### src/rtl/gpt_pkg.sv
package gpt_pkg;
  localparam logic [7:0] OFS_CTRL = 8'h00;
  localparam logic [7:0] OFS_PRE  = 8'h04;
  localparam logic [7:0] OFS_STAT = 8'h08;
  localparam logic [7:0] OFS_IER  = 8'h0C;
  localparam logic [7:0] OFS_CMP  = 8'h10;
  localparam logic [7:0] OFS_CNT  = 8'h24;

  localparam int B_EN    = 0;
  localparam int B_WAIT  = 3;
  localparam int B_SRC   = 6;
  localparam int B_FREE  = 9;
  localparam int B_XGATE = 10;
  localparam int CTRL_W  = 11;
  localparam logic [CTRL_W-1:0] CTRL_MASK = 11'h7C9;

  typedef enum logic [2:0] {
    SRC_NONE = 3'd0,
    SRC_BUS  = 3'd1,
    SRC_PER  = 3'd2,
    SRC_XTAL = 3'd5
  } src_e;

  // One counter step: zero after a match in restart mode, else increment.
  function automatic logic [31:0] count_step(input logic [31:0] cur,
                                             input logic [31:0] cmp,
                                             input logic        free_run);
    return (!free_run && cur == cmp) ? 32'd0 : cur + 32'd1;
  endfunction

  // Divider terminal: the tick that completes a period of limit+1.
  function automatic logic div_last(input logic [15:0] cnt,
                                    input logic [15:0] limit);
    return cnt == limit;
  endfunction
endpackage

### src/rtl/gpt_divider.sv
module gpt_divider #(
  parameter int W = 12
) (
  input  logic         clk,
  input  logic         rst_n,
  input  logic         clr,
  input  logic         tick,
  input  logic [W-1:0] limit,
  output logic         pulse
);
  import gpt_pkg::*;

  logic [W-1:0] cnt_q;

  assign pulse = tick && div_last(16'(cnt_q), 16'(limit));

  always_ff @(posedge clk) begin
    if (!rst_n || clr) cnt_q <= '0;
    else if (pulse)    cnt_q <= '0;
    else if (tick)     cnt_q <= cnt_q + 1'b1;
  end
endmodule

### src/rtl/gpt_counter.sv
module gpt_counter #(
  parameter int CNT_W = 32
) (
  input  logic             clk,
  input  logic             rst_n,
  input  logic             en,
  input  logic             adv,
  input  logic             free_run,
  input  logic [CNT_W-1:0] cmp,
  output logic [CNT_W-1:0] cnt,
  output logic             hit
);
  import gpt_pkg::*;

  logic [CNT_W-1:0] cnt_q;
  logic             moved_q;

  assign cnt = cnt_q;
  // Match only when the counter has just stepped onto the compare value.
  assign hit = moved_q && (cnt_q == cmp);

  always_ff @(posedge clk) begin
    if (!rst_n || !en) begin
      cnt_q   <= '0;
      moved_q <= 1'b0;
    end else begin
      moved_q <= adv;
      if (adv) cnt_q <= CNT_W'(count_step(32'(cnt_q), 32'(cmp), free_run));
    end
  end
endmodule

### src/rtl/gpt_timer.sv
module gpt_timer #(
  parameter int ADDR_W = 8,
  parameter int CNT_W  = 32,
  parameter int PDIV_W = 12,
  parameter int XDIV_W = 4
) (
  input  logic              clk,
  input  logic              rst_n,
  input  logic [ADDR_W-1:0] bus_addr,
  input  logic              bus_we,
  input  logic [31:0]       bus_wdata,
  output logic [31:0]       bus_rdata,
  input  logic              tick_bus,
  input  logic              tick_per,
  input  logic              tick_xtal,
  input  logic              wait_req,
  output logic              irq
);
  import gpt_pkg::*;

  localparam int PRE_W    = PDIV_W + XDIV_W;
  localparam int XDIV_LSB = PDIV_W;

  logic [CTRL_W-1:0] ctrl_q;
  logic [PRE_W-1:0]  pre_q;
  logic              flag_q;
  logic              ier_q;
  logic [CNT_W-1:0]  cmp_q;
  logic [CNT_W-1:0]  cnt_val;

  logic wr_ctrl, wr_pre, wr_stat, wr_ier, wr_cmp;
  assign wr_ctrl = bus_we && bus_addr == ADDR_W'(OFS_CTRL);
  assign wr_pre  = bus_we && bus_addr == ADDR_W'(OFS_PRE);
  assign wr_stat = bus_we && bus_addr == ADDR_W'(OFS_STAT);
  assign wr_ier  = bus_we && bus_addr == ADDR_W'(OFS_IER);
  assign wr_cmp  = bus_we && bus_addr == ADDR_W'(OFS_CMP);

  // Named internal events
  src_e src_sel;
  logic run, div_clr, xtal_tick, xtal_pulse, sel_tick, cnt_adv, cmp_hit;

  assign src_sel   = src_e'(ctrl_q[B_SRC +: 3]);
  assign run       = ctrl_q[B_EN] && (!wait_req || ctrl_q[B_WAIT]);
  assign div_clr   = !ctrl_q[B_EN] || wr_pre;
  assign xtal_tick = run && src_sel == SRC_XTAL && ctrl_q[B_XGATE] && tick_xtal;

  always_comb begin
    unique case (src_sel)
      SRC_BUS:  sel_tick = tick_bus;
      SRC_PER:  sel_tick = tick_per;
      SRC_XTAL: sel_tick = xtal_pulse;
      default:  sel_tick = 1'b0;
    endcase
  end

  gpt_divider #(.W(XDIV_W)) u_xdiv (
    .clk(clk), .rst_n(rst_n), .clr(div_clr), .tick(xtal_tick),
    .limit(pre_q[XDIV_LSB +: XDIV_W]), .pulse(xtal_pulse)
  );

  gpt_divider #(.W(PDIV_W)) u_pdiv (
    .clk(clk), .rst_n(rst_n), .clr(div_clr), .tick(run && sel_tick),
    .limit(pre_q[PDIV_W-1:0]), .pulse(cnt_adv)
  );

  gpt_counter #(.CNT_W(CNT_W)) u_cnt (
    .clk(clk), .rst_n(rst_n), .en(ctrl_q[B_EN]), .adv(cnt_adv),
    .free_run(ctrl_q[B_FREE]), .cmp(cmp_q), .cnt(cnt_val), .hit(cmp_hit)
  );

  always_ff @(posedge clk) begin
    if (!rst_n) begin
      ctrl_q <= '0;
      pre_q  <= '0;
      flag_q <= 1'b0;
      ier_q  <= 1'b0;
      cmp_q  <= '0;
    end else begin
      if (wr_ctrl) ctrl_q <= bus_wdata[CTRL_W-1:0] & CTRL_MASK;
      if (wr_pre)  pre_q  <= bus_wdata[PRE_W-1:0];
      if (wr_ier)  ier_q  <= bus_wdata[0];
      if (wr_cmp)  cmp_q  <= bus_wdata[CNT_W-1:0];
      if (cmp_hit)                      flag_q <= 1'b1;
      else if (wr_stat && bus_wdata[0]) flag_q <= 1'b0;
    end
  end

  assign irq = flag_q && ier_q;

  always_comb begin
    bus_rdata = '0;
    case (bus_addr)
      ADDR_W'(OFS_CTRL): bus_rdata = 32'(ctrl_q);
      ADDR_W'(OFS_PRE):  bus_rdata = 32'(pre_q);
      ADDR_W'(OFS_STAT): bus_rdata = 32'(flag_q);
      ADDR_W'(OFS_IER):  bus_rdata = 32'(ier_q);
      ADDR_W'(OFS_CMP):  bus_rdata = 32'(cmp_q);
      ADDR_W'(OFS_CNT):  bus_rdata = 32'(cnt_val);
      default:           bus_rdata = '0;
    endcase
  end
endmodule

### config.mk
export PLATFORM = sky130hd
export DESIGN_NAME = gpt_timer
export DESIGN_NICKNAME = d
export VERILOG_FILES = /design/src/rtl/gpt_pkg.sv /design/src/rtl/gpt_divider.sv /design/src/rtl/gpt_counter.sv /design/src/rtl/gpt_timer.sv
export SDC_FILE = /design/constraint.sdc
export NUM_CORES = 1
export LEC_CHECK = 0
export ABC_AREA = 1
export BUFFER_PORTS_ARGS = -buffer_cell sky130_fd_sc_hd__buf_2
export CAP_MARGIN = 20
export CORE_ASPECT_RATIO = 0.6
export CORE_MARGIN = 1.5
export CORE_UTILIZATION = 39
export CTS_CLUSTER_SIZE = 8
export DETAILED_ROUTE_END_ITERATION = 8
export SLEW_MARGIN = 20
export SYNTH_ARGS = -nofsm -noshare
export SYNTH_HDL_FRONTEND = slang
export SYNTH_SLANG_ARGS = --single-unit
export TNS_END_PERCENT = 5
### constraint.sdc
create_clock -name clk -period 2.6 [get_ports clk]
set_clock_uncertainty 0.2 [all_clocks]
set_input_delay 0.39 -clock clk [delete_from_list [all_inputs] [get_ports clk]]
set_output_delay 0.39 -clock clk [all_outputs]
set_load 0.01 [all_outputs]
==> impl_metrics.json <==
{
  "cts.reportedPaths.clkPinSlew_ps": 90,
  "fin_setup_tns_ps": 0,
  "hold_violations": 0,
  "reg2reg_to": "u_cnt.cnt[28]$_SDFFE_PP0P_",
  "synth.net_count": 1053,
  "grt_pass1_vias": 5812,
  "drive_above_1_share": 0.1275,
  "seq_area_frac_synth": 0.3377,
  "synth_area_leaders": "dfxtp_1 (34%), nand2_1 (18%), nor2_1 (8.8%)",
  "status": "finished, final reports clean",
  "timing.slew.headroom": 0.4417,
  "synth-compound-area-share": 0.1326,
  "synth-simple-area-share": 0.3610,
  "p_per_area_nw_per_um2": 446.9,
  "die_h_um": 101.3,
  "start_util": 0.4042,
  "p_leak_nw": 3.079,
  "synth_cell_types": 39,
  "cts_resized": 0,
  "gp_congestion": 0.9442,
  "post_drt_wl_per_cell_um": 15.70,
  "highest_layer": "met4",
  "grt_max_degree": 51,
  "grt_pass1_wl_mm": 31.86,
  "final_common_cell": "nand2_1",
  "hold_path_depth": 3,
  "nets": 1127,
  "htreeDepth": 3,
  "io_buffers": 79,
  "drv_slew": 0,
  "yosysTopAreaCell": "dfxtp_1",
  "num_vias": 6557,
  "clk_latency_ps": 360,
  "synthesis.area_sq_um": 6284,
  "cts_buffers": 9,
  "drtIter0Drc": 580,
  "arrival_ps": 1840,
  "ys_warn_count": 0,
  "synth_seq_cells": 106,
  "wl_met1_mm": 11.09,
  "post_cts_buffers": 0,
  "cts_hold_buf": 0,
  "worstMarginPinSlew_ps": 836.3,
  "reg2reg_from": "u_cnt.cnt[1]$_SDFFE_PP0P_",
  "n_antenna_cell": 0,
  "met3_length_mm": 1.948,
  "antenna_found_initial": 0,
  "drv_cap": 0,
  "synth_top_family_by_area": "simple AND/OR/NAND/NOR gates",
  "dieArea_sq_um": 16910,
  "muxShareOfSynthArea": 0,
  "vias_per_cell": 5.103,
  "avgSynthCellArea_sq_um": 6.265,
  "overflow": 0,
  "whs_endpoint": "cmp_q[30]$_SDFFE_PN0P_",
  "min_from": "bus_wdata[30]",
  "cp_max_fo": 7,
  "post-place-ws_ps": 230.7,
  "synth_top_flop_cell": "dfxtp_1",
  "path_class": "in2out",
  "cts-root-buf": "clkbuf_16",
  "setup_viol": 0,
  "ir_drop_mv": 0.3038,
  "required_ps": 2010,
  "drt-total-wl_mm": 20.17,
  "grt_setup_unrepaired": "no",
  "post-dp-hpwl_mm": 15.58,
  "wl_met2_mm": 6.962,
  "r2r_slack_ps": 250,
  "finalPower_w": 0.003253,
  "postLayoutSetupSlackWorst_ps": 174.0,
  "syn_inst": 1003,
  "period_share": 0.9331,
  "drc": 0,
  "numClockSinks": 106,
  "worstSetupStartpointType": "input port",
  "synthXorXnorAreaFrac": 0.05994,
  "max_freq_ghz": 0.4122,
  "postLayoutCoreUtil": 0.4682,
  "die_x_um": 166.9,
  "synthToLayoutAreaGrowth_pct": 15.83,
  "final.min_clock_period_ps": 2426,
  "most-common-layout-cells": "nand2_1 (300), nor2_1 (147), inv_1 (108), dfxtp_1 (106), buf_2 (79)",
  "worstHoldPathType": "in2reg",
  "synth-edff-count": 0,
  "firstDrtPassIters": 5,
  "rows": 35,
  "synth_async_sr_flop_share": 0,
  "synth-adder-area-share": 0.005974,
  "cts_tree": "built",
  "clockBufferDepth": 2,
  "end_kind": "output pin",
  "synth_top_area_share": 0.3377,
  "postRouteAntennaNets": 0,
  "io_pins": 80,
  "crit_start": "bus_addr[7]",
  "core_area_sq_um": 15550,
  "grt.total_usage": 0.2452,
  "reg2reg_depth": 10
}
through the flow:
step / cell area (sq um) / instances / hold slack, ps
final: 7278 / 1285 / 43.80
after global routing: 7278 / 1285 / 57.46
after CTS: 7267 / 1285 / 36.74
after detailed placement: 6942 / 1269 / 245.0
after global placement: 6942 / 1269 / 239.5
after floorplan: 6284 / 1003 / 224.4
routing by layer:
layer / global-route usage / up-vias
met5: 0 / -
met4: 0.04406 / 0
met1: 0.3953 / 2948
met3: 0.06370 / 15
li1: - / 3341
met2: 0.3145 / 253
where the power goes:
group | total (W) | switching [W] | internal, W
registers | 0.00163 | 0.00000178 | 0.00162
clock network | 0.00153 | 0.000671 | 0.000854
logic | 0.000102 | 0.0000622 | 0.0000396
critical path, stage by stage:
cell and delay, ps:
buf_2 100, nor2_1 130, nand2_1 60, nor2_1 210
nand2_1 180, inv_1 290, nand2_1 120, o211a_1 160
nand2_1 70, buf_2 130
synth_stat cells, types with 3 or more instances:
cell	n
nand2_1	300
nor2_1	147
inv_1	108
dfxtp_1	106
o21ai_0	63
a21oi_1	54
nand3_1	52
xnor2_1	30
clkbuf_1	21
nand4_1	17
xor2_1	13
nor3_1	11
o22ai_1	10
buf_4	7
inv_2	7
o221ai_1	7
o2111ai_1	6
buf_2	4
buf_6	4
ha_1	3
nor2_2	3
nor2_4	3
nor4_1	3
o21ai_1	3
flip-flops by register name (all words and copies together), names as in the netlist:
register and flops:
cmp_q 32, u_cnt.cnt 32, pre_q 16, u_pdiv.cnt_q 12
ctrl_q 7, u_xdiv.cnt_q 4, flag_q 1, ier_q 1
u_cnt.moved_q 1
area by class of cell:
class / count / area (sq um)
clock buffer: 9 / 225.2
fill: 1679 / 8268
tap: 203 / 254.0
timing repair buffer: 101 / 610.6
multi-input combinational: 742 / 3527
sequential: 106 / 2122
clock inverter: 7 / 100.1
inverter: 117 / 439.2
cell families after synthesis:
kind of cell,after synthesis
DFF,106
xor gates and xnor gates,43
and+or+nand+nor,546
buffers and inverters,155
AOI/OAI and AO/OA,150
adders and majority gates,3
worst max path at each step:
stage / cells past startpoint / endpoint / slack [ps]
2_1_floorplan: 8 / bus_rdata[11] / 510
3_3_place_gp: 10 / bus_rdata[0] / 210
3_5_place_dp: 10 / bus_rdata[0] / 230
4_1_cts: 10 / bus_rdata[0] / 210
5_1_grt: 10 / bus_rdata[0] / 60
6_report: 10 / bus_rdata[0] / 170
Note: power is estimated with default switching activity, not from simulation.
